## src/rtl/adc_seq_pkg.sv

```systemverilog
package adc_seq_pkg;
  localparam int ACQ_W         = 6;
  localparam int STAT_W        = 9;
  localparam int STAT_BUSY_BIT = 6;

  localparam logic [7:0] CMD_CAL  = 8'h08;
  localparam logic [7:0] CMD_STAT = 8'h0C;

  typedef enum logic [2:0] {
    S_IDLE, S_CAL, S_DUMMY, S_WAIT, S_STAT, S_PROG
  } seq_state_t;

  // narrow device drops bits [5:4] and shifts the low nibble up
  function automatic logic [7:0] narrow_map(input logic [7:0] c);
    return {c[7:6], c[3:0], 2'b00};
  endfunction

  // {valid, code}
  function automatic logic [8:0] acq_lookup(input logic [ACQ_W-1:0] n);
    case (n)
      ACQ_W'(6):            return {1'b1, 8'h0E};
      ACQ_W'(0), ACQ_W'(10): return {1'b1, 8'h4E};
      ACQ_W'(18):           return {1'b1, 8'h8E};
      ACQ_W'(34):           return {1'b1, 8'hCE};
      default:              return {1'b0, 8'h0E};
    endcase
  endfunction
endpackage

```

## src/rtl/adc_seq_eoc.sv

```systemverilog
module adc_seq_eoc (
  input  logic clk_i,
  input  logic rst_ni,
  input  logic clear_i,
  input  logic eoc_i,
  output logic seen_o
);
  logic eoc_q, seen_q;

  assign seen_o = seen_q | (eoc_i & ~eoc_q);

  always_ff @(posedge clk_i or negedge rst_ni) begin
    if (!rst_ni) begin
      eoc_q  <= 1'b0;
      seen_q <= 1'b0;
    end else begin
      eoc_q  <= eoc_i;
      seen_q <= clear_i ? 1'b0 : seen_o;
    end
  end

  a_r3_seen_kept: assert property (@(posedge clk_i) disable iff (!rst_ni)
    (seen_q && !clear_i) |=> seen_q);
  a_r3_clear_wins: assert property (@(posedge clk_i) disable iff (!rst_ni)
    clear_i |=> !seen_q);
endmodule

```

## src/rtl/adc_seq_timer.sv

```systemverilog
module adc_seq_timer #(
  parameter int unsigned TIMEOUT_CYC = 20_000_000
) (
  input  logic clk_i,
  input  logic rst_ni,
  input  logic run_i,
  output logic expired_o
);
  localparam int CNT_W = (TIMEOUT_CYC > 2) ? $clog2(TIMEOUT_CYC) : 1;
  localparam logic [CNT_W-1:0] LIMIT = CNT_W'(TIMEOUT_CYC - 1);

  logic [CNT_W-1:0] cnt_q;

  assign expired_o = run_i && (cnt_q == LIMIT);

  always_ff @(posedge clk_i or negedge rst_ni) begin
    if (!rst_ni)        cnt_q <= '0;
    else if (!run_i)    cnt_q <= '0;
    else if (!expired_o) cnt_q <= cnt_q + 1'b1;
  end

  a_r4_expire_after_run: assert property (@(posedge clk_i) disable iff (!rst_ni)
    expired_o |-> $past(run_i));
  a_r4_restart_from_zero: assert property (@(posedge clk_i) disable iff (!rst_ni)
    !run_i |=> cnt_q == '0);
endmodule

```

## src/rtl/adc_seq_cmd.sv

```systemverilog
module adc_seq_cmd
  import adc_seq_pkg::*;
(
  input  seq_state_t  state_i,
  input  logic        wide_i,
  input  logic [7:0]  acq_code_i,
  output logic        req_o,
  output logic        two_o,
  output logic [7:0]  cmd_o
);
  logic [7:0] raw;

  always_comb begin
    raw   = CMD_STAT;
    req_o = 1'b1;
    two_o = 1'b0;
    unique case (state_i)
      S_CAL:            raw = CMD_CAL;
      S_DUMMY, S_STAT:  two_o = 1'b1;
      S_PROG:           raw = acq_code_i;
      default:          req_o = 1'b0;
    endcase
  end

  assign cmd_o = wide_i ? raw : narrow_map(raw);
endmodule

```

## src/rtl/adc_cal_seq.sv

```systemverilog
module adc_cal_seq
  import adc_seq_pkg::*;
#(
  parameter int unsigned TIMEOUT_CYC = 20_000_000
) (
  input  logic             clk_i,
  input  logic             rst_ni,
  input  logic             start_i,
  input  logic             wide_i,
  input  logic [ACQ_W-1:0] acq_clks_i,
  input  logic             eoc_i,
  output logic             xfer_req_o,
  output logic [7:0]       xfer_cmd_o,
  output logic             xfer_two_o,
  input  logic             xfer_done_i,
  input  logic [7:0]       xfer_rx0_i,
  input  logic [7:0]       xfer_rx1_i,
  output logic             busy_o,
  output logic             done_o,
  output logic             err_o
);
  seq_state_t       state_q;
  logic             wide_q, done_q, err_q;
  logic [ACQ_W-1:0] acq_q;
  logic [8:0]       acq_lu;
  logic [STAT_W-1:0] status;
  logic             launch, in_wait, eoc_hit, tmr_exp;

  assign launch  = (state_q == S_IDLE) && start_i;
  assign in_wait = (state_q == S_WAIT);
  assign acq_lu  = acq_lookup(acq_q);
  assign status  = {xfer_rx0_i, xfer_rx1_i[7]};

  adc_seq_eoc u_eoc (
    .clk_i, .rst_ni, .clear_i(launch), .eoc_i, .seen_o(eoc_hit)
  );

  adc_seq_timer #(.TIMEOUT_CYC(TIMEOUT_CYC)) u_tmr (
    .clk_i, .rst_ni, .run_i(in_wait), .expired_o(tmr_exp)
  );

  adc_seq_cmd u_cmd (
    .state_i(state_q), .wide_i(wide_q), .acq_code_i(acq_lu[7:0]),
    .req_o(xfer_req_o), .two_o(xfer_two_o), .cmd_o(xfer_cmd_o)
  );

  always_ff @(posedge clk_i or negedge rst_ni) begin
    if (!rst_ni) begin
      state_q <= S_IDLE;
      wide_q  <= 1'b1;
      acq_q   <= '0;
      done_q  <= 1'b0;
      err_q   <= 1'b0;
    end else begin
      unique case (state_q)
        S_IDLE: if (start_i) begin
          state_q <= S_CAL;
          wide_q  <= wide_i;
          acq_q   <= acq_clks_i;
          done_q  <= 1'b0;
          err_q   <= 1'b0;
        end
        S_CAL:   if (xfer_done_i) state_q <= S_DUMMY;
        S_DUMMY: if (xfer_done_i) state_q <= S_WAIT;
        // timeout falls through to the status check
        S_WAIT:  if (eoc_hit || tmr_exp) state_q <= S_STAT;
        S_STAT: if (xfer_done_i) begin
          if (status[STAT_BUSY_BIT] || !acq_lu[8]) begin
            err_q   <= 1'b1;
            state_q <= S_IDLE;
          end else begin
            state_q <= S_PROG;
          end
        end
        S_PROG: if (xfer_done_i) begin
          done_q  <= 1'b1;
          state_q <= S_IDLE;
        end
        default: state_q <= S_IDLE;
      endcase
    end
  end

  assign busy_o = (state_q != S_IDLE);
  assign done_o = done_q;
  assign err_o  = err_q;

  a_r11_req_hold: assert property (@(posedge clk_i) disable iff (!rst_ni)
    (xfer_req_o && !xfer_done_i) |=> xfer_req_o && $stable(xfer_cmd_o) && $stable(xfer_two_o));
  a_r10_flags_exclusive: assert property (@(posedge clk_i) disable iff (!rst_ni)
    !(done_o && err_o));
  a_r10_flags_sticky: assert property (@(posedge clk_i) disable iff (!rst_ni)
    (!busy_o && !start_i) |=> $stable(done_o) && $stable(err_o));
  a_r10_busy_clean: assert property (@(posedge clk_i) disable iff (!rst_ni)
    busy_o |-> !done_o && !err_o);
  a_r9_narrow_low_bits: assert property (@(posedge clk_i) disable iff (!rst_ni)
    (xfer_req_o && !wide_q) |-> xfer_cmd_o[1:0] == 2'b00);
  a_r5_stuck_cal_errs: assert property (@(posedge clk_i) disable iff (!rst_ni)
    (state_q == S_STAT && xfer_done_i && status[STAT_BUSY_BIT]) |=> err_o && !busy_o);
  a_r2_prog_only_after_stat: assert property (@(posedge clk_i) disable iff (!rst_ni)
    (state_q == S_PROG && !$past(state_q == S_PROG)) |-> $past(state_q == S_STAT));
endmodule

```

## config.mk

```make
export PLATFORM = sky130hd
export DESIGN_NAME = adc_cal_seq
export DESIGN_NICKNAME = d
export VERILOG_FILES = /design/src/rtl/adc_seq_pkg.sv /design/src/rtl/adc_seq_eoc.sv /design/src/rtl/adc_seq_timer.sv /design/src/rtl/adc_seq_cmd.sv /design/src/rtl/adc_cal_seq.sv
export SDC_FILE = /design/constraint.sdc
export NUM_CORES = 1
export LEC_CHECK = 0
export CORE_ASPECT_RATIO = 0.8
export CORE_UTILIZATION = 52
export CTS_CLUSTER_SIZE = 24
export DETAILED_ROUTE_END_ITERATION = 16
export MAX_ROUTING_LAYER = met4
export PLACE_DENSITY = 0.8
export SYNTH_ARGS = -nofsm -noshare
export SYNTH_HDL_FRONTEND = slang
export SYNTH_SLANG_ARGS = --single-unit
```

## constraint.sdc

```tcl
create_clock -name clk_i -period 2.32 [get_ports clk_i]
set_input_delay 0.464 -clock clk_i [delete_from_list [all_inputs] [get_ports clk_i]]
set_output_delay 0.464 -clock clk_i [all_outputs]
set_load 0.02 [all_outputs]
```

==> summary.md <==
| Metric | Value |
|---|---|
| Outcome | completed |
| Starting Density | 0.557 |
| FMAX | 0.451 GHz |
| Via density | 5.81 |
| #FFs+latches synth | 39 |
| H-tree Lvls | 2 |
| 1st-pass router iterations | 4 |
| Final hold violation count | 0 |
| Register area | 977 sq um |
| Worst r2r path cells | 5 |
| CTS Buf Count | 5 |
| Endpoint class of the critical path | primary output |
| Multi-input gate area | 1100 sq um |
| Die height | 59.8 um |
| DRC | 0 |
| Total congestion overflow | 0 |
| Routed Antenna Nets | 0 |
| CP required | 1.86 ns |
| Post-synthesis sequential area ratio | 0.449 |
| Number of library cell types mapped by synthesis | 48 |
| Max Slew Vio Count | 0 |
| Hold-fix buffers at CTS | 0 |
| MaxCap Viol Count | 0 |
| Via count | 1,878 |
| Worst Path Max Fanout | 4 |
| Post-synthesis instance area | 2170 sq um |
| Final GP Congestion | 0.798 |
| Gate Count Post-Synth | 240 |
| RSZ-0062 raised after global routing | false |
| Hold WS | 0.0732 ns |
| First-pass GRT wire length | 7.98 mm |
| Ys flop type | dfrtp_1 |
| IO buf count | 24 |
| Final setup fails | 0 |
| Worst setup path class | register to primary output |
| Setup TNS | 0 ns |
| Synthesis-to-layout area growth | 19.8% |
| Initial antenna violation count | 0 |
| Critical path, cell by cell | nor2b_1 -> buf_4 -> nand2_1 -> nand2_1 -> clkdlybuf4s50_1 |
| Worst vdd ir | 0.668 mV |
| Top delay family on crit path | buffers and inverters |
| Vias in the first global route | 1,687 |
| Standby leakage power | 1.13 nW |
| Levels on crit path | 5 |
| CTS tree | yes |
| EDFF count, synth | 0 |
| Dpl hpwl | 3.48 mm |
| Placement Rows | 20 |
| Mapped Nets | 269 |
| Clock latency on the worst-skew pair | 0.30 ns |
| CP max-delay cell | clkdlybuf4s50_1 |
| Hold Path Class | input pin to async pin |
| Critical Path Most Common Cell | nand2_1 |
| Syn Area/Cell | 9.06 sq um |
| Largest net degree at the start of global routing | 24 |
| Total track usage | 0.250 |
| Final period util | 0.956 |
| Fillers | 334 |
| WL per Instance | 14.5 um |
| Drt initial violations | 209 |
| Die Wd | 74.3 um |
| Fin nets | 296 |
| CP Launch Type | register |
| CTS resizes | 2 |
| Clk sinks | 39 |
| Max stage delay on crit path | 0.59 ns |
| CTS clk-pin slew, worst paths | 0.09 ns |
| Io pins | 41 |
| Tmin final | 2.22 ns |
| Clock Tree Buf Depth | 2 |
| Pwr/cell area | 965 nW/um^2 |
| Number of inserted diodes | 0 |
| Share of layout cells above drive strength 1 | 0.104 |
| Die area | 4450 sq um |
| CP Buf/Inv Count | 2 |
| Root buf cell | clkbuf_8 |
| WL final | 4.69 mm |
| Final Skew | 0.00913 ns |
| Ys async rst share | 1.00 |
| Yosys warnings | 0 |
| Core ar. | 3900 sq um |
| Setup Buffers After CTS | 0 |
| Crit path arrival time | 1.75 ns |
==> per-layer routing <==
metal / up-vias / share of wire / GRT usage
met1: 925 / 0.47 / 0.355
met4: 0 / 0.011 / 0.0674
met3: 6 / 0.044 / 0.0607
met2: 46 / 0.47 / 0.357
li1: 901 / - / -
met5: - / 0 / -
==> synth_stat cells, types with 2 or more instances <==
| library cell | number | share of area |
|---|---|---|
| mux2i_1 | 2 | 0.0092 |
| nor3_1 | 7 | 0.016 |
| nand3b_1 | 2 | 0.0069 |
| nand2_1 | 18 | 0.031 |
| and3_1 | 5 | 0.014 |
| xor2_1 | 8 | 0.032 |
| clkbuf_1 | 8 | 0.014 |
| a21oi_1 | 18 | 0.041 |
| a211oi_1 | 4 | 0.014 |
| nor3b_1 | 3 | 0.010 |
| nand3_1 | 14 | 0.032 |
| nor4b_1 | 3 | 0.012 |
| xnor2_1 | 10 | 0.040 |
| and2_1 | 2 | 0.0058 |
| o21ai_0 | 14 | 0.032 |
| or3_1 | 3 | 0.0086 |
| mux2_2 | 5 | 0.026 |
| inv_1 | 10 | 0.017 |
| dfrtp_1 | 38 | 0.44 |
| a31oi_1 | 2 | 0.0058 |
| buf_2 | 2 | 0.0046 |
| buf_4 | 2 | 0.0069 |
| and4_1 | 3 | 0.012 |
| nand4_1 | 5 | 0.014 |
| nor2_1 | 29 | 0.050 |
==> final timing paths <==
check / startpoint / to / slack [ns]
worst max-delay path: state_q[1] / xfer_cmd_o[3] / 0.10
worst min-delay path: rst_ni / acq_q[1] / 0.07
worst max register to register: u_tmr.cnt_q[14] / u_tmr.cnt_q[1] / 0.31
worst min register to register: u_eoc.seen_q / u_eoc.seen_q / 0.51
max in group asynchronous: rst_ni / u_tmr.cnt_q[11] / 1.60
min in group clk_i: u_eoc.seen_q / u_eoc.seen_q / 0.51
==> metrics by stage <==
| step | utilization | area (sq um) | worst slack (ns) | instances | power (mW) |
|---|---|---|---|---|---|
| after floorplan | - | 2170 | 0.128 | 240 | 1.55 |
| after global placement | 0.636 | 2480 | 0.185 | 315 | 1.91 |
| after detailed placement | 0.636 | 2480 | 0.181 | 315 | 1.96 |
| after CTS | 0.665 | 2600 | 0.00481 | 323 | 2.53 |
| after global routing | 0.667 | 2610 | 0.0152 | 323 | 2.67 |
| final | 0.667 | 2610 | 0.101 | 323 | 2.51 |
==> cells in the final DEF (no fill, tap or decap), types with 2 or more instances in the layout <==
| cell type | netlist | layout |
|---|---|---|
| a31oi_1 | 2 | 2 |
| buf_4 | 2 | 8 |
| xor2_1 | 8 | 8 |
| nand3_1 | 14 | 14 |
| dfrtp_1 | 38 | 38 |
| nand4_1 | 5 | 5 |
| o21ai_0 | 14 | 14 |
| nor2_1 | 29 | 29 |
| dlymetal6s2s_1 | 0 | 3 |
| clkdlybuf4s50_1 | 0 | 18 |
| nand2_1 | 18 | 18 |
| a211oi_1 | 4 | 4 |
| nor3b_1 | 3 | 3 |
| nor3_1 | 7 | 7 |
| inv_1 | 10 | 10 |
| dlygate4sd2_1 | 0 | 2 |
| mux2_2 | 5 | 5 |
| and2_1 | 2 | 2 |
| nand3b_1 | 2 | 2 |
| a21oi_1 | 18 | 18 |
| xnor2_1 | 10 | 10 |
| and3_1 | 5 | 5 |
| nor4b_1 | 3 | 3 |
| or3_1 | 3 | 3 |
| clkbuf_8 | 0 | 5 |
| and4_1 | 3 | 3 |
| mux2i_1 | 2 | 2 |
==> area by class of cell <==
type | instances | area share
multi-input combinational | 179 | 0.424
sequential | 39 | 0.375
timing repair buffer | 32 | 0.115
clock buffer | 5 | 0.0264
tap | 55 | 0.0264
clock inverter | 3 | 0.0183
inverter | 10 | 0.0144
==> state kept, by name, summed over array words and instances (netlist names) <==
signal,cells
acq_q,6
done_o,1
err_o,1
state_q,3
u_eoc.eoc_q,1
u_eoc.seen_q,1
u_tmr.cnt_q,25
wide_q,1
==> report_power, final <==
group / leakage [nW] / total (mW) / internal [mW] / switching, mW
logic: 0.550 / 0.979 / 0.461 / 0.519
clock network: 0.0587 / 0.585 / 0.326 / 0.259
registers: 0.519 / 0.950 / 0.802 / 0.148
==> logic make-up after synthesis <==
logic type,synth area share
adders and majority gates,0.00575
AOI/OAI and AO/OA,0.142
muxes,0.0351
DFF,0.449
buffers and inverters,0.0426
xor gates and xnor gates,0.0725
other,0.00172
and+or+nand+nor,0.251
Power figures use the tool's default switching activity.
